$ cat src/rtl/dispatch_router_pkg.sv
package dispatch_router_pkg;

  typedef enum logic [2:0] {
    CLS_NORMAL = 3'd0,
    CLS_LOAD   = 3'd1,
    CLS_STORE  = 3'd2,
    CLS_NONSPEC = 3'd3,
    CLS_NOP    = 3'd4
  } instClass_e;

  // per-slot routing decision passed from control to datapath
  typedef struct packed {
    logic drop;
    logic toIq;
    logic toLd;
    logic toSt;
    logic toNs;
    logic toNop;
  } slotRoute_t;

endpackage

$ cat src/rtl/dispatch_router_ctrl.sv
module dispatch_router_ctrl
  import dispatch_router_pkg::*;
#(
  parameter int SLOTS = 4,
  parameter int IQ_DEPTH = 16,
  localparam int SZ_W = $clog2(SLOTS + 1),
  localparam int FREE_W = $clog2(IQ_DEPTH + 1)
) (
  input  logic [SZ_W-1:0]    grpSize,
  input  logic [3*SLOTS-1:0] slotClass,
  input  logic [SLOTS-1:0]   slotSquashed,
  input  logic [FREE_W-1:0]  iqFree,
  output slotRoute_t         route [SLOTS],
  output logic               fullHit
);

  logic [2:0] clsOf [SLOTS];

  genvar g;
  generate
    for (g = 0; g < SLOTS; g++) begin : g_cls
      assign clsOf[g] = slotClass[3*g +: 3];
    end
  endgenerate

  always_comb begin
    logic [FREE_W-1:0] usedCnt;
    logic stopped;
    usedCnt = '0;
    stopped = 1'b0;
    fullHit = 1'b0;
    for (int i = 0; i < SLOTS; i++) begin
      route[i] = '0;
      if (!stopped && (SZ_W'(i) < grpSize)) begin
        if (slotSquashed[i]) begin
          route[i].drop = 1'b1;
        end else if (usedCnt >= iqFree) begin
          fullHit = 1'b1;
          stopped = 1'b1;
        end else begin
          usedCnt = usedCnt + 1'b1;
          case (clsOf[i])
            CLS_LOAD: begin
              route[i].toIq = 1'b1;
              route[i].toLd = 1'b1;
            end
            CLS_STORE: begin
              route[i].toSt = 1'b1;
              route[i].toNs = 1'b1;
            end
            CLS_NONSPEC: route[i].toNs = 1'b1;
            CLS_NOP:     route[i].toNop = 1'b1;
            default:     route[i].toIq = 1'b1;
          endcase
        end
      end
    end
  end

endmodule

$ cat src/rtl/dispatch_router_dp.sv
module dispatch_router_dp
  import dispatch_router_pkg::*;
#(
  parameter int SLOTS = 4,
  parameter int CNT_W = 16,
  localparam int INC_W = $clog2(SLOTS + 1)
) (
  input  logic             clk,
  input  logic             rstN,
  input  slotRoute_t       route [SLOTS],
  input  logic             fullHit,
  output logic [SLOTS-1:0] iqInsEn,
  output logic [SLOTS-1:0] lsqLoadEn,
  output logic [SLOTS-1:0] lsqStoreEn,
  output logic [SLOTS-1:0] nonSpecEn,
  output logic [SLOTS-1:0] tailAdvEn,
  output logic [SLOTS-1:0] setIssued,
  output logic [SLOTS-1:0] setExecuted,
  output logic [SLOTS-1:0] setCanCommit,
  output logic             blockOut,
  output logic             stallOut,
  output logic [CNT_W-1:0] cntDispatched,
  output logic [CNT_W-1:0] cntLoad,
  output logic [CNT_W-1:0] cntStore,
  output logic [CNT_W-1:0] cntNonSpec,
  output logic [CNT_W-1:0] cntSquashed,
  output logic [CNT_W-1:0] cntFullEvt
);

  logic [SLOTS-1:0] nIq, nLd, nSt, nNs, nNop, nDrop;
  logic [INC_W-1:0] incIq, incLd, incSt, incNs, incDrop;

  genvar g;
  generate
    for (g = 0; g < SLOTS; g++) begin : g_unpack
      assign nIq[g]   = route[g].toIq;
      assign nLd[g]   = route[g].toLd;
      assign nSt[g]   = route[g].toSt;
      assign nNs[g]   = route[g].toNs;
      assign nNop[g]  = route[g].toNop;
      assign nDrop[g] = route[g].drop;
    end
  endgenerate

  always_comb begin
    incIq = '0; incLd = '0; incSt = '0; incNs = '0; incDrop = '0;
    for (int i = 0; i < SLOTS; i++) begin
      incIq   = incIq   + INC_W'(nIq[i]);
      incLd   = incLd   + INC_W'(nLd[i]);
      incSt   = incSt   + INC_W'(nSt[i]);
      incNs   = incNs   + INC_W'(nNs[i]);
      incDrop = incDrop + INC_W'(nDrop[i]);
    end
  end

  always_ff @(posedge clk) begin
    if (!rstN) begin
      iqInsEn <= '0; lsqLoadEn <= '0; lsqStoreEn <= '0; nonSpecEn <= '0;
      tailAdvEn <= '0; setIssued <= '0; setExecuted <= '0; setCanCommit <= '0;
      blockOut <= 1'b0; stallOut <= 1'b0;
      cntDispatched <= '0; cntLoad <= '0; cntStore <= '0;
      cntNonSpec <= '0; cntSquashed <= '0; cntFullEvt <= '0;
    end else begin
      iqInsEn      <= nIq;
      lsqLoadEn    <= nLd;
      lsqStoreEn   <= nSt;
      nonSpecEn    <= nNs;
      tailAdvEn    <= nNop;
      setIssued    <= nNop;
      setExecuted  <= nNop;
      setCanCommit <= nNs | nNop;
      blockOut     <= fullHit;
      stallOut     <= fullHit;
      cntDispatched <= cntDispatched + CNT_W'(incIq);
      cntLoad       <= cntLoad + CNT_W'(incLd);
      cntStore      <= cntStore + CNT_W'(incSt);
      cntNonSpec    <= cntNonSpec + CNT_W'(incNs);
      cntSquashed   <= cntSquashed + CNT_W'(incDrop);
      cntFullEvt    <= cntFullEvt + CNT_W'(fullHit);
    end
  end

endmodule

$ cat src/rtl/dispatch_router.sv
module dispatch_router
  import dispatch_router_pkg::*;
#(
  parameter int SLOTS = 4,
  parameter int IQ_DEPTH = 16,
  parameter int CNT_W = 16,
  localparam int SZ_W = $clog2(SLOTS + 1),
  localparam int FREE_W = $clog2(IQ_DEPTH + 1)
) (
  input  logic               clk,
  input  logic               rstN,
  input  logic [SZ_W-1:0]    grpSize,
  input  logic [3*SLOTS-1:0] slotClass,
  input  logic [SLOTS-1:0]   slotSquashed,
  input  logic [FREE_W-1:0]  iqFree,
  output logic [SLOTS-1:0]   iqInsEn,
  output logic [SLOTS-1:0]   lsqLoadEn,
  output logic [SLOTS-1:0]   lsqStoreEn,
  output logic [SLOTS-1:0]   nonSpecEn,
  output logic [SLOTS-1:0]   tailAdvEn,
  output logic [SLOTS-1:0]   setIssued,
  output logic [SLOTS-1:0]   setExecuted,
  output logic [SLOTS-1:0]   setCanCommit,
  output logic               blockOut,
  output logic               stallOut,
  output logic [CNT_W-1:0]   cntDispatched,
  output logic [CNT_W-1:0]   cntLoad,
  output logic [CNT_W-1:0]   cntStore,
  output logic [CNT_W-1:0]   cntNonSpec,
  output logic [CNT_W-1:0]   cntSquashed,
  output logic [CNT_W-1:0]   cntFullEvt
);

  slotRoute_t route [SLOTS];
  logic fullHit;

  dispatch_router_ctrl #(.SLOTS(SLOTS), .IQ_DEPTH(IQ_DEPTH)) u_ctrl (
    .grpSize(grpSize), .slotClass(slotClass), .slotSquashed(slotSquashed),
    .iqFree(iqFree), .route(route), .fullHit(fullHit)
  );

  dispatch_router_dp #(.SLOTS(SLOTS), .CNT_W(CNT_W)) u_dp (
    .clk(clk), .rstN(rstN), .route(route), .fullHit(fullHit),
    .iqInsEn(iqInsEn), .lsqLoadEn(lsqLoadEn), .lsqStoreEn(lsqStoreEn),
    .nonSpecEn(nonSpecEn), .tailAdvEn(tailAdvEn), .setIssued(setIssued),
    .setExecuted(setExecuted), .setCanCommit(setCanCommit),
    .blockOut(blockOut), .stallOut(stallOut),
    .cntDispatched(cntDispatched), .cntLoad(cntLoad), .cntStore(cntStore),
    .cntNonSpec(cntNonSpec), .cntSquashed(cntSquashed), .cntFullEvt(cntFullEvt)
  );

endmodule

$ cat config.mk
export PLATFORM = sky130hd
export DESIGN_NAME = dispatch_router
export DESIGN_NICKNAME = d
export VERILOG_FILES = /design/src/rtl/dispatch_router_pkg.sv /design/src/rtl/dispatch_router_ctrl.sv /design/src/rtl/dispatch_router_dp.sv /design/src/rtl/dispatch_router.sv
export SDC_FILE = /design/constraint.sdc
export NUM_CORES = 1
export LEC_CHECK = 0
export CAP_MARGIN = 20
export CORE_MARGIN = 3
export CORE_UTILIZATION = 49
export DETAILED_ROUTE_END_ITERATION = 10
export GPL_TIMING_DRIVEN = 0
export PLACE_DENSITY = 0.88
export SLEW_MARGIN = 20
export SYNTH_ARGS = -nofsm -noshare
export SYNTH_HDL_FRONTEND = slang
export SYNTH_SLANG_ARGS = --single-unit
$ cat constraint.sdc
create_clock -name clk -period 10.3 [get_ports clk]
set_input_delay 3.09 -clock clk [delete_from_list [all_inputs] [get_ports clk]]
set_output_delay 3.09 -clock clk [all_outputs]
set_load 0.05 [all_outputs]
# ---- Word level (Yosys, flattened, before mapping)
# Cells that the tools add are included.
dict set report word_totals {
  ff_bits 121
  input_bits 26
  out_inout_bits 130
  word_cells 132
}
dict set report classes {
  add_sub_neg 23
  n_lt_le_gt_ge 8
  eq_ne 16
  muxes 57
  n_bitwise 1
  reduce_logical 14
}
# cell n
set op_table {}
lappend op_table {{16-bit by 3-bit adder with 16-bit output} 5}
lappend op_table {{5-bit two-way mux} 16}
lappend op_table {{1-bit two-way mux} 37}
lappend op_table {{3-bit by 1-bit adder with 3-bit output} 10}
lappend op_table {{3-bit by 2-bit equality test with 1-bit output, second input constant} 8}
lappend op_table {{6-bit two-way mux} 4}
lappend op_table {{16-bit by 1-bit adder with 16-bit output} 1}
lappend op_table {{5-bit >= comparator} 3}
lappend op_table {{3-bit by 1-bit equality test with 1-bit output, second input constant} 4}
lappend op_table {{3-bit equality test, second input constant} 4}
lappend op_table {{3-bit OR reduction} 4}
lappend op_table {{1-bit by 1-bit adder with 2-bit output} 5}
lappend op_table {{5-bit by 1-bit adder with 5-bit output, second input constant} 2}
lappend op_table {{2-bit OR reduction} 4}
lappend op_table {{1-bit by 3-bit less-than comparator with 1-bit output, first input constant} 2}
lappend op_table {{2-bit by 3-bit less-than comparator with 1-bit output, first input constant} 2}
lappend op_table {{1-bit by 5-bit >= comparator with 1-bit output, first input constant} 1}
lappend op_table {{4-bit bitwise OR} 1}
lappend op_table {{1-bit logical AND} 3}
lappend op_table {{1-bit logical NOT} 3}

# ---- Logic depth before layout (Yosys ltp)
dict set report logic_depth {
  ltp_word 18
  mapped_depth 33
  ltp_nobuf 33
}

# ---- Cells and area by module
# Synthesis repeated with hierarchy kept, for this count alone.
dict set report unflattened {
  hier_cells 626
  hier_area_um2 5718.0
}
# mod instances cells_each area_per_inst_um2 seq_area_each_um2
set modules_own_cells {}
lappend modules_own_cells {dispatch_router_dp 1 538 5128.7 2422.3}
lappend modules_own_cells {dispatch_router_ctrl 1 88 589.3 0.0}

# ---- Least setup slack after synthesis
# OpenSTA, ideal clock, no wires.
dict set report synth_path {
  path_type {input-to-reg}
  from {input iqFree[4]}
  to {register u_dp.cntLoad[13]}
  setup_ns 0.128
  arrival_ns 9.308
  required_time_ns 10.172
  slack_ns 0.865
  cell_stages 30
  path_buffers 0
  cell_sequence {or4_4 > o21ai_1 > ha_1 > inv_1 > a21oi_1 > inv_1 > ha_1 > o21ai_0 > nor2_1 > inv_1 > ha_1 > nand2b_1 > a21oi_1 > nor2_1 > nor4_4 > mux2_4 > ha_1 > a211oi_1 > nor4_1 > nor4_1 > nand3_1 > fa_1 > inv_1 > ha_1 > ha_1 > a21o_1 > a21oi_1 > nor3_1 > xnor2_1 > nor2_1}
}
dict set report synth_between {
  elab_chain_len 18
  word_cells_on_any_way 46
  cone_classes {add/sub (6); order compare (4); mux (30); reduce/logical (6)}
}
# element line
set synth_lines {}
lappend synth_lines {{from (decl)} dispatch_router.sv:15} ;# input logic [FREE_W-1:0] iqFree,
lappend synth_lines {{1-bit by 5-bit >= comparator with 1-bit output} dispatch_router_ctrl.sv:37} ;# end else if (usedCnt >= iqFree) begin
lappend synth_lines {{1-bit two-way mux} dispatch_router_ctrl.sv:37}
lappend synth_lines {{5-bit two-way mux} dispatch_router_ctrl.sv:35} ;# if (slotSquashed[i]) begin
lappend synth_lines {{5-bit two-way mux} dispatch_router_ctrl.sv:34} ;# if (!stopped && (SZ_W'(i) < grpSize)) begin
lappend synth_lines {{5-bit by 1-bit adder with 5-bit output or 5-bit >= comparator (tied branches)} {dispatch_router_ctrl.sv:41, dispatch_router_ctrl.sv:37}}
lappend synth_lines {{5-bit two-way mux} dispatch_router_ctrl.sv:37}
lappend synth_lines {{5-bit two-way mux} dispatch_router_ctrl.sv:35}
lappend synth_lines {{5-bit two-way mux} dispatch_router_ctrl.sv:34}
lappend synth_lines {{[... 2 more ...]} -}
lappend synth_lines {{5-bit two-way mux} dispatch_router_ctrl.sv:35}
lappend synth_lines {{5-bit two-way mux} dispatch_router_ctrl.sv:34}
lappend synth_lines {{5-bit >= comparator} dispatch_router_ctrl.sv:37}
lappend synth_lines {{5-bit two-way mux} dispatch_router_ctrl.sv:37}
lappend synth_lines {{5-bit two-way mux} dispatch_router_ctrl.sv:35}
lappend synth_lines {{6-bit two-way mux} dispatch_router_ctrl.sv:34}
lappend synth_lines {{3-bit by 1-bit adder with 3-bit output *} dispatch_router_dp.sv:49} ;# incLd = incLd + INC_W'(nLd[i]);
lappend synth_lines {{16-bit by 3-bit adder with 16-bit output *} dispatch_router_dp.sv:75} ;# cntLoad <= cntLoad + CNT_W'(incLd);
lappend synth_lines {{to (signal assigned)} dispatch_router_dp.sv:75}
lappend synth_lines {{to (decl)} dispatch_router_dp.sv:23} ;# output logic [CNT_W-1:0] cntLoad,
# Mark *: on every way between the ends. The rest lies on a longest branch, timed or not.
# A chain may end at the register's enable or synchronous reset.

# ---- Worst setup path after layout
dict set report layout_path {
  from {input iqFree[4]}
  to {register u_dp.cntStore[12]}
}
dict set report layout_between {
  elab_chain_len 18
  word_cells_on_any_way 46
  cone_classes {add/sub (6); order compare (4); mux (30); reduce/logical (6)}
}
# element line
set layout_lines {}
lappend layout_lines {{1-bit by 5-bit >= comparator with 1-bit output} dispatch_router_ctrl.sv:37}
lappend layout_lines {{1-bit two-way mux} dispatch_router_ctrl.sv:37}
lappend layout_lines {{5-bit two-way mux} dispatch_router_ctrl.sv:35}
lappend layout_lines {{5-bit two-way mux} dispatch_router_ctrl.sv:34}
lappend layout_lines {{5-bit by 1-bit adder with 5-bit output or 5-bit >= comparator (tied branches)} {dispatch_router_ctrl.sv:41, dispatch_router_ctrl.sv:37}}
lappend layout_lines {{5-bit two-way mux} dispatch_router_ctrl.sv:37}
lappend layout_lines {{5-bit two-way mux} dispatch_router_ctrl.sv:35}
lappend layout_lines {{5-bit two-way mux} dispatch_router_ctrl.sv:34}
lappend layout_lines {{[... 2 more ...]} -}
lappend layout_lines {{5-bit two-way mux} dispatch_router_ctrl.sv:35}
lappend layout_lines {{5-bit two-way mux} dispatch_router_ctrl.sv:34}
lappend layout_lines {{5-bit >= comparator} dispatch_router_ctrl.sv:37}
lappend layout_lines {{5-bit two-way mux} dispatch_router_ctrl.sv:37}
lappend layout_lines {{5-bit two-way mux} dispatch_router_ctrl.sv:35}
lappend layout_lines {{6-bit two-way mux} dispatch_router_ctrl.sv:34}
lappend layout_lines {{3-bit by 1-bit adder with 3-bit output *} dispatch_router_dp.sv:50} ;# incSt = incSt + INC_W'(nSt[i]);
lappend layout_lines {{16-bit by 3-bit adder with 16-bit output *} dispatch_router_dp.sv:76} ;# cntStore <= cntStore + CNT_W'(incSt);
lappend layout_lines {{to (signal assigned)} dispatch_router_dp.sv:76}
lappend layout_lines {{to (decl)} dispatch_router_dp.sv:24} ;# output logic [CNT_W-1:0] cntStore,
# Marked as above.

==> reports/metrics.yaml <==
clock_network:
  cts-buffers-inserted: 17
  cts_tree: "yes"
  clkTransAtPathRegs_ns: 0.05
  tritoncts_num_sinks: 121
  htreeDepth: 4
  clock_path_buffers: 2
  root_buffer: "clkbuf_16"
  skew_pair_late_insertion_delay_ns: 0.41
layout:
  antenna-diode-count: 0
  final_nets: 902
  post_route_cells_drive_above_1_share: 0.0761
  final_cell_area_sq_mm: 0.00817
  finalNonFillerCells: 984
  syn2layout_area_growth_pct: 40.1
place:
  portBuffers: 155
  place_worst_setup_slack_ns: -0.721
  placed_cells_incl_taps: 951
  finalWeightedCongestion: 0.865
  place.detailed.hpwl_microns: 10500
  place_area_sq_mm: 0.00756
floorplanning:
  io_pins: 156
  die_y_microns: 115
  die_area_sq_mm: 0.0132
  fp.dieW_microns: 115
  core.rowCount: 39
  initial_cell_density_of_the_core: 0.506
  coreArea_sq_mm: 0.0115
global_route:
  grt_util_all_layers: 0.217
  globalRouteOverflowTotal: 0
  largest_net_degree_at_the_start_of_global_routing: 17
  initial_antenna_violation_count: 0
  grt_pass1_vias: 4878
  grt_pass1_wl_microns: 22800
pwr:
  p_int_mw: 0.871
  p_clk_frac: 0.432
  power.share.combinational: 0.152
  max-vdd-ir-drop_mv: 0.185
  pwr-share-seq: 0.416
  power_density_cells_mw_per_mm2: 145
  switching_share: 0.265
  power.static_leakage_nw: 3.18
  net-switching-power_mw: 0.313
critical_path:
  critPathKind: "input port to register"
  endpoint_kind: "register"
  cp_slowest_cell: "or4_4"
  critical-path-top-cell-by-count: "ha_1"
  timing.critical_path.fanout_max: 4
  critPathLaunchType: "input port"
  cp_required_ns: 10.58
  slowest_delay_ns: 0.60
  critPathArrivalTime_ns: 10.19
timing:
  relSlewSlack: 0.526
  post-route-period-util: 0.962
  final_number_of_setup_violating_endpoints: 0
  final.setup.tns_ns: 0
  fmax_mhz: 101
  skew_ns: 0.0114
  worst_slew_pin_slew_ns: 0.706
  report.final.slew_viol_count: 0
  holdWs_ns: 0.491
  period_needed_ns: 9.91
  final-hold-violation-count: 0
  layout_setup_ws_ns: 0.389
synthesis:
  synth.most_common_cell: "dfxtp_1"
  synth_fp_nets: 724
  synth_ff_type: "dfxtp_1"
  ys_warn_count: 0
  postSynthRegisterBits: 121
  synth_enable_flop_cells: 0
  ys_types: 45
  netlist.area_leader.share: 0.416
  netlist_top_cells_area: "dfxtp_1 (42%), nor2_1 (7.7%), ha_1 (7.5%)"
  number_of_standard_cells_after_synthesis: 653
  synth.avg_cell_area_sq_um: 8.93
  synth_area_sq_mm: 0.00583
  postSynth.asyncResetShare: 0
  synth_common_cells: "dfxtp_1 (121), nor2_1 (120), nand2_1 (43)"
  synth.yosys.seq_area_share: 0.416
  post-synth-top-area-cell: "dfxtp_1"
detailed_routing:
  via_count: 5071
  routed_wl_microns: 14300
  drt_drc_violations_left: 0
  via_per_inst: 5.15
  dr.first_iter.drc_count: 328
  detail_route.wl_per_cell_microns: 14.5
  firstDrtPassIters: 5
  ant_nets: 0
run_status:
  status: "finished, final reports clean"
job:
  cap_viol_max_count: 0
min_path:
  hold_class: "register to register"
worst paths after layout:
kind / start / to / slack (ns) / depth (start not counted)
max: iqFree[4] / u_dp.cntStore[12]$_SDFF_PN0_ / 0.39 / 32
min: u_dp.cntStore[15]$_SDFF_PN0_ / u_dp.cntStore[15]$_SDFF_PN0_ / 0.49 / 2
max reg2reg: u_dp.cntDispatched[0]$_SDFF_PN0_ / u_dp.cntDispatched[12]$_SDFF_PN0_ / 8.42 / 7
min reg2reg: u_dp.cntStore[15]$_SDFF_PN0_ / u_dp.cntStore[15]$_SDFF_PN0_ / 0.49 / 2
through the flow:
stage	power, mW	util
final	1.18	0.709
after global routing	1.23	0.709
after CTS	1.19	0.702
after detailed placement	0.677	0.656
after global placement	0.672	0.656
after floorplan	0.615	-
registers in the layout, indices dropped and copies added (netlist names):
signal,flops
u_dp.setCanCommit,4
u_dp.tailAdvEn,4
u_dp.cntNonSpec,16
u_dp.cntStore,16
u_dp.cntDispatched,16
u_dp.cntFullEvt,16
u_dp.lsqLoadEn,4
u_dp.cntLoad,16
u_dp.lsqStoreEn,4
u_dp.blockOut,1
u_dp.nonSpecEn,4
u_dp.cntSquashed,16
u_dp.iqInsEn,4
cell type report:
| type | count | area [sq um] |
|---|---|---|
| Timing Repair Buffer | 159 | 1580 |
| Multi-Input combinational cell | 481 | 3240 |
| Inverter | 28 | 105 |
| Sequential cell | 121 | 2420 |
| Buffer | 23 | 130 |
| Clock buffer | 25 | 485 |
| Fill cell | 880 | 3350 |
| Clock inverter | 4 | 20.0 |
| Tap cell | 143 | 179 |
per-layer routing:
layer	track usage	vias up	part of all wire
met4	0.0822	0	0.017
met1	0.267	2357	0.43
li1	-	2544	-
met3	0.0674	16	0.058
met5	0	-	0
met2	0.356	154	0.50
cells by family (layout without fill, tap and decap cells):
kind of cell / count (synthesis) / in the layout / share of synthesized area
adder cells (fa/ha/maj): 45 / 45 / 0.109
multiplexers: 1 / 1 / 0.00257
buffers and inverters: 51 / 239 / 0.0397
XOR/XNOR: 72 / 72 / 0.108
AO/OA/AOI/OAI: 59 / 59 / 0.0599
AND/OR/NAND/NOR: 304 / 304 / 0.265
flip-flops: 121 / 121 / 0.416
critical path, delay by kind of cell:
kind	cells	cell delay [ns]
adder cells (fa/ha/maj)	7	2.09
AND/OR/NAND/NOR	11	2.38
XOR/XNOR	1	0.15
AO/OA/AOI/OAI	6	1.22
buffers and inverters	6	0.91
multiplexers	1	0.34
layout by cell type (no fill, tap or decap), types with 8 or more instances in the layout:
cell,instances
a21oi_1,23
and2_1,16
and3_1,9
buf_4,14
clkbuf_1,8
clkbuf_16,17
clkdlybuf4s50_1,155
dfxtp_1,121
fa_1,10
ha_1,35
inv_1,28
nand2_1,43
nand3_1,25
nand4_1,14
nor2_1,119
nor3_1,14
nor3b_1,8
o21ai_0,13
or3_1,12
xnor2_1,41
xor2_1,31
power by group through the flow:
stage	Clock [mW]	Sequential [mW]	Combinational [mW]
6_report	0.511	0.493	0.180
5_1_grt	0.543	0.494	0.195
4_1_cts	0.523	0.493	0.178
3_5_place_dp	0	0.502	0.175
3_3_place_gp	0	0.502	0.171
2_1_floorplan	0	0.548	0.0669
timing repair:
item / 4_1_cts / 5_1_grt
setup endpoints to repair: 39 / 52
hold buffers: 0 / 0
hold endpoints to repair: 0 / 0
buffers inserted: 0 / 4
gates resized for setup: 3 / 15
pin swaps: 0 / 4
No activity file was read; power rests on OpenSTA's default activity.
